`config.mk`:
```
export PLATFORM = sky130hd
export DESIGN_NAME = rx_tag_fifo
export DESIGN_NICKNAME = d
export VERILOG_FILES = /design/src/rtl/rxf_pkg.sv /design/src/rtl/rxf_ptr.sv /design/src/rtl/rxf_store.sv /design/src/rtl/rx_tag_fifo.sv
export SDC_FILE = /design/constraint.sdc
export NUM_CORES = 1
export LEC_CHECK = 0
export ABC_AREA = 1
export BUFFER_PORTS_ARGS = -buffer_cell sky130_fd_sc_hd__buf_2
export CAP_MARGIN = 15
export CORE_UTILIZATION = 52
export CTS_BUF_LIST = sky130_fd_sc_hd__clkbuf_4
export DETAILED_ROUTE_END_ITERATION = 7
export PLACE_DENSITY = 0.73
export SYNTH_ARGS = -nofsm -noshare
export SYNTH_HDL_FRONTEND = slang
export SYNTH_SLANG_ARGS = --single-unit
```
`constraint.sdc`:
```
create_clock -name clk -period 6.1 [get_ports clk]
set_input_delay 0.915 -clock clk [delete_from_list [all_inputs] [get_ports clk]]
set_output_delay 0.915 -clock clk [all_outputs]
set_load 0.02 [all_outputs]
```
`src/rtl/rxf_pkg.sv`:
```
package rxf_pkg;
  typedef enum logic [1:0] {
    TAG_FIRST    = 2'b00,
    TAG_MID      = 2'b01,
    TAG_LAST_OK  = 2'b10,
    TAG_LAST_BAD = 2'b11
  } pos_tag_e;

  function automatic logic tag_closes(input logic [1:0] t);
    return t[1];
  endfunction
endpackage

```
`src/rtl/rxf_ptr.sv`:
```
module rxf_ptr #(
  parameter int DEPTH = 19,
  localparam int AW = (DEPTH > 1) ? $clog2(DEPTH) : 1
) (
  input  logic          clk,
  input  logic          rst_n,
  input  logic          adv,
  output logic [AW-1:0] ptr
);
  localparam logic [AW-1:0] LAST = AW'(DEPTH - 1);

  always_ff @(posedge clk) begin
    if (!rst_n)       ptr <= '0;
    else if (adv)     ptr <= (ptr == LAST) ? '0 : ptr + 1'b1;
  end


  ptr_range_chk: assert property (@(posedge clk) disable iff (!rst_n)
    ptr <= LAST);
endmodule

```
`src/rtl/rxf_store.sv`:
```
module rxf_store #(
  parameter int DEPTH = 19,
  parameter int EW    = 10,
  localparam int AW = (DEPTH > 1) ? $clog2(DEPTH) : 1
) (
  input  logic          clk,
  input  logic          we,
  input  logic [AW-1:0] waddr,
  input  logic [EW-1:0] wentry,
  input  logic [AW-1:0] raddr,
  output logic [EW-1:0] rentry
);
  logic [EW-1:0] cells [DEPTH];

  for (genvar i = 0; i < DEPTH; i++) begin : g_cell
    always_ff @(posedge clk) begin
      if (we && waddr == AW'(i)) cells[i] <= wentry;
    end
  end

  assign rentry = cells[raddr];
endmodule

```
`src/rtl/rx_tag_fifo.sv`:
```
module rx_tag_fifo #(
  parameter int DEPTH  = 19,
  parameter int DW     = 8,
  parameter int THRESH = 15,
  localparam int AW = (DEPTH > 1) ? $clog2(DEPTH) : 1,
  localparam int CW = $clog2(DEPTH + 1)
) (
  input  logic          clk,
  input  logic          rst_n,
  input  logic          wr_valid,
  input  logic [DW-1:0] wr_data,
  input  logic [1:0]    wr_tag,
  output logic          wr_ready,
  input  logic          rd_ready,
  output logic          rd_valid,
  output logic [DW-1:0] rd_data,
  output logic [1:0]    rd_tag,
  output logic [CW-1:0] fill_level,
  output logic          thresh_irq,
  output logic          eop_pend,
  input  logic          stat_clr,
  output logic          ovf_flag,
  output logic          udf_flag
);
  import rxf_pkg::*;

  localparam int EW = DW + 2;
  localparam logic [CW-1:0] FULL_LVL = CW'(DEPTH);
  localparam logic [CW-1:0] THR_LVL  = CW'(THRESH);

  logic [CW-1:0] count, last_cnt;
  logic [AW-1:0] wptr, rptr;
  logic [EW-1:0] head, held;
  logic          full, empty, push, pop;

  assign full  = (count == FULL_LVL);
  assign empty = (count == '0);
  assign push  = wr_valid && !full;
  assign pop   = rd_ready && !empty;

  rxf_ptr #(.DEPTH(DEPTH)) u_wptr (.clk(clk), .rst_n(rst_n), .adv(push), .ptr(wptr));
  rxf_ptr #(.DEPTH(DEPTH)) u_rptr (.clk(clk), .rst_n(rst_n), .adv(pop),  .ptr(rptr));

  rxf_store #(.DEPTH(DEPTH), .EW(EW)) u_store (
    .clk(clk), .we(push), .waddr(wptr), .wentry({wr_tag, wr_data}),
    .raddr(rptr), .rentry(head)
  );

  always_ff @(posedge clk) begin
    if (!rst_n) begin
      count    <= '0;
      last_cnt <= '0;
      held     <= '0;
      ovf_flag <= 1'b0;
      udf_flag <= 1'b0;
    end else begin
      case ({push, pop})
        2'b10:   count <= count + 1'b1;
        2'b01:   count <= count - 1'b1;
        default: count <= count;
      endcase
      case ({push && tag_closes(wr_tag), pop && tag_closes(head[EW-1 -: 2])})
        2'b10:   last_cnt <= last_cnt + 1'b1;
        2'b01:   last_cnt <= last_cnt - 1'b1;
        default: last_cnt <= last_cnt;
      endcase
      if (pop) held <= head;
      ovf_flag <= (ovf_flag && !stat_clr) || (wr_valid && full);
      udf_flag <= (udf_flag && !stat_clr) || (rd_ready && empty);
    end
  end

  assign wr_ready   = !full;
  assign rd_valid   = !empty;
  assign rd_data    = empty ? held[DW-1:0]    : head[DW-1:0];
  assign rd_tag     = empty ? held[EW-1 -: 2] : head[EW-1 -: 2];
  assign fill_level = count;
  assign thresh_irq = (count >= THR_LVL);
  assign eop_pend   = (last_cnt != '0);


  level_max_chk: assert property (@(posedge clk) disable iff (!rst_n)
    count <= FULL_LVL);


  no_overflow_chk: assert property (@(posedge clk) disable iff (!rst_n)
    (full && wr_valid && !rd_ready) |=> ($stable(count) && $stable(wptr) && ovf_flag));


  underflow_hold_chk: assert property (@(posedge clk) disable iff (!rst_n)
    (empty && rd_ready && !wr_valid) |=> ($stable(rptr) && udf_flag && $stable(rd_data)));


  eop_inside_chk: assert property (@(posedge clk) disable iff (!rst_n)
    eop_pend |-> (last_cnt <= count));


  flag_clear_chk: assert property (@(posedge clk) disable iff (!rst_n)
    (stat_clr && !(wr_valid && full) && !(rd_ready && empty)) |=> (!ovf_flag && !udf_flag));


  concurrent_level_chk: assert property (@(posedge clk) disable iff (!rst_n)
    (wr_valid && rd_ready && !full && !empty) |=> $stable(count));
endmodule

```
==> results.py <==
metrics = {
    "outcome": {
        "outcome": "finished with violations",
        "failed_checks": "design-rule violations",
    },
    "route": {
        "drcViolationCount": 6,
        "topRoutingLayerUsed": "met4",
        "drt-vias-per-instance": 5.482,
        "totalWireLength_mm": 22.04,
        "drtAntennaViolNets": 0,
        "route.vias.total": 6666,
        "met2WireLength_mm": 9.769,
        "drtIter0Drc": 580,
        "met3WireLength_mm": 1.826,
        "route.detailed.wl_per_inst_um": 18.13,
        "detail_route.first_pass.iterations": 7,
        "drt-met1-wl_mm": 9.737,
    },
    "global_route": {
        "grt_use_total_pct": 23.89,
        "grt_pass1_wl_mm": 34.87,
        "via_count_of_the_first_global_routing_pass": 6374,
        "globalRoute.totalOverflow": 0,
        "maximum_number_of_pins_on_one_net_before_global_route_repair": 70,
        "antenna_found_initial": 1,
    },
    "timing": {
        "grt_setup_unrepaired": "false",
        "timing_max_transition_violations_final": 0,
        "peak_clock_frequency_supported_by_timing_mhz": 235.5,
        "max-slew-margin-rel_pct": 23.69,
        "hold_violations": 0,
        "final_layout_worst_hold_slack_ns": 0.4691,
        "fin_tns_setup_ns": 0,
        "setup_viol_count_final": 0,
        "timing.final.crit_share_pct": 69.60,
        "worst_slew_pin_slew_ns": 1.140,
        "timing.final.crit_period_ns": 4.246,
        "clock-skew-final_ns": 0.02756,
    },
    "synthesis": {
        "synth_top_cell_area_share_pct": 58.90,
        "yosys_register_bits": 227,
        "synth-async-reset-ratio_pct": 0,
        "synth.net_count": 921,
        "synth_compound_area_share_pct": 8.460,
        "syn_area_sq_mm": 0.009687,
        "synth-edff-count": 190,
        "seq_area_frac_synth_pct": 66.55,
        "synthTopCellsByArea": "edfxtp_1 59%, dfxtp_1 7.6%, nand2_1 4.5%, nor2_1 4.3%, nand3_1 4.0%",
        "synthAdderAreaFrac_pct": 2.351,
        "netlist_instances": 889,
        "yosys.area_share.xor_xnor_pct": 0.6329,
        "synth-main-ff-cell": "edfxtp_1",
        "yosys-mux-area-fraction_pct": 0,
        "post_synth_num_cell_types": 33,
        "combinational_family_with_the_most_area_after_synthesis": "simple AND/OR/NAND/NOR gates",
        "synth_top_area_cell": "edfxtp_1",
        "postSynthAreaPerCell_sq_um": 10.90,
        "yosysWarningCount": 0,
        "post_synth_and_or_nand_nor_area_fraction_pct": 15.86,
    },
    "power_and_ir_drop": {
        "pwr-share-clk_pct": 29.4,
        "power.switching_mw": 1.492,
        "report.power.total_mw": 4.319,
        "power.switching_fraction_pct": 34.55,
        "power_frac_comb_pct": 27.5,
        "power.density_mw_per_mm2": 404.6,
        "power_frac_seq_pct": 43.1,
        "p_leak_nw": 4.126,
        "max-vdd-ir-drop_v": 0.0001737,
        "internal_power_mw": 2.827,
    },
    "placed_design": {
        "place.port_buffers": 35,
        "hpwlAfterDp_mm": 13.64,
        "numPlacedInstances": 1119,
        "gp_congestion": 0.8689,
    },
    "flow_run": {
        "max_cap_viol_count": 0,
    },
    "cts": {
        "post_cts_resize_count": 0,
        "cts-root-buf": "clkbuf_4",
        "cts_made_buffers": 56,
        "clk_slew_on_worst_s_h_paths_ns": 0.06,
        "postCtsHoldBufs": 0,
        "post-cts-setup-buffers": 0,
        "clock-sinks": 227,
        "cts.path.max_buffers": 3,
        "insertion_delay_ns": 0.66,
        "htreeDepth": 2,
        "cts_tree": "done",
    },
    "die": {
        "dieArea_sq_mm": 0.01918,
        "die-width_um": 138.5,
        "initial_core_util_pct": 53.56,
        "floorplan.io_pins": 36,
        "core_region_area_sq_mm": 0.01809,
        "num_rows": 49,
        "die_y_um": 138.5,
    },
    "layout": {
        "layout.nets": 980,
        "fraction_of_layout_instances_using_a_drive_strength_above_1_pct": 15.31,
        "most_common_cell_after_layout_fill_and_taps_aside": "edfxtp_1",
        "area.growth.synth_to_final_pct": 10.19,
        "stdcell_count": 1216,
        "most-common-layout-cells": "190 x edfxtp_1, 115 x nand2_1, 112 x nor2_1",
        "layout.core_utilization_pct": 59.02,
    },
    "min_path": {
        "hold_path_depth": 2,
        "min_path_type": "flip-flop to flip-flop",
    },
    "critical_path": {
        "path_buf_inv": 4,
        "path_common_cell": "nand3_1",
        "criticalPathCategory": "flip-flop to primary output",
        "required_ns": 5.18,
        "setup.worst_path.end_class": "primary output",
        "crit_slowest_cell": "buf_4",
        "crit_family": "buffers and inverters",
        "crit_arrival_ns": 3.33,
        "startpoint_type": "flip-flop",
        "worstRegToRegCells": 14,
        "cp.depth": 10,
        "crit_path_max_incr_delay_ns": 0.40,
        "crit_path_max_fanout": 33,
        "crit_path_cell_chain": "buf_4 -> inv_2 -> buf_4 -> nor2_4 -> nand2_1 -> nand3_1 -> nand3_1 -> nand3_1 -> a31oi_1 -> buf_2",
    },
}
-- power by group through the flow --
stage / combinational (mW) / sequential [mW] / clock [mW]
2_1_floorplan: 0.897 / 1.86 / 0
3_3_place_gp: 1.16 / 1.89 / 0
3_5_place_dp: 1.18 / 1.89 / 0
4_1_cts: 1.18 / 1.86 / 1.29
5_1_grt: 1.34 / 1.87 / 1.37
6_report: 1.19 / 1.86 / 1.27
-- logic make-up (layout without fill, tap and decap cells) --
kind of cell               count (synthesis)  in the layout
DFF                                      227            227
AOI/OAI and AO/OA                        148            148
buffers and inverters                    135            232
adders and majority gates                 17             17
other                                      0              1
and+or+nand+nor                          355            355
xor gates and xnor gates                   7              7
-- registers in the layout, summed over array words and instances, names as in the netlist, named ones only --
name	count
held	10
u_rptr.ptr	5
fill_level	5
u_store.cells	190
udf_flag	1
u_wptr.ptr	5
ovf_flag	1
last_cnt	5
-- worst paths after layout --
path,start,endpoint,slack (ns)
worst max-delay path,flip-flop,rd_data[6],1.85
worst min-delay path,udf_flag,udf_flag,0.47
worst max register to register,fill_level[2],last_cnt[4],2.39
worst min register to register,udf_flag,udf_flag,0.47
-- Yosys cell counts (11+ instances only) --
cell / n
nand2_1: 115
o21ai_0: 65
edfxtp_1: 190
nand3_1: 78
nor3_1: 29
buf_2: 11
inv_1: 90
ha_1: 15
nor2_1: 112
dfxtp_1: 37
clkbuf_1: 17
or2_2: 12
a21oi_1: 42
-- stage by stage --
step / setup WS (ns) / area, sq um
after detailed placement: 2.443 / 9955
after floorplan: 3.359 / 9687
final: 1.854 / 10670
after global placement: 2.454 / 9955
after global routing: 1.623 / 10670
after CTS: 1.850 / 10670
-- area by class of cell --
type	count	area [sq um]
Clock buffer	88	660.6
Antenna cell	1	2.502
Clock inverter	8	56.30
Tap cell	229	286.5
Sequential cell	227	6450
Inverter	96	360.3
Timing Repair Buffer	40	212.7
Fill cell	1522	7412
Multi-Input combinational cell	527	2645
-- metal layers --
metal | track usage [%] | vias to the layer above
met5 | 0 | -
met3 | 5.542 | 53
met4 | 10.53 | 0
met1 | 33.72 | 3103
li1 | - | 3222
met2 | 35.51 | 288
-- worst reg2reg max path, delay by kind of cell (launching register included) --
family	cells	cell delay, ns
buf+inv	2	0.32
simple gates	6	1.76
flops	1	0.34
fa+ha+maj	2	0.68
compound gates	4	0.50
(Power assumes the default switching activity.)
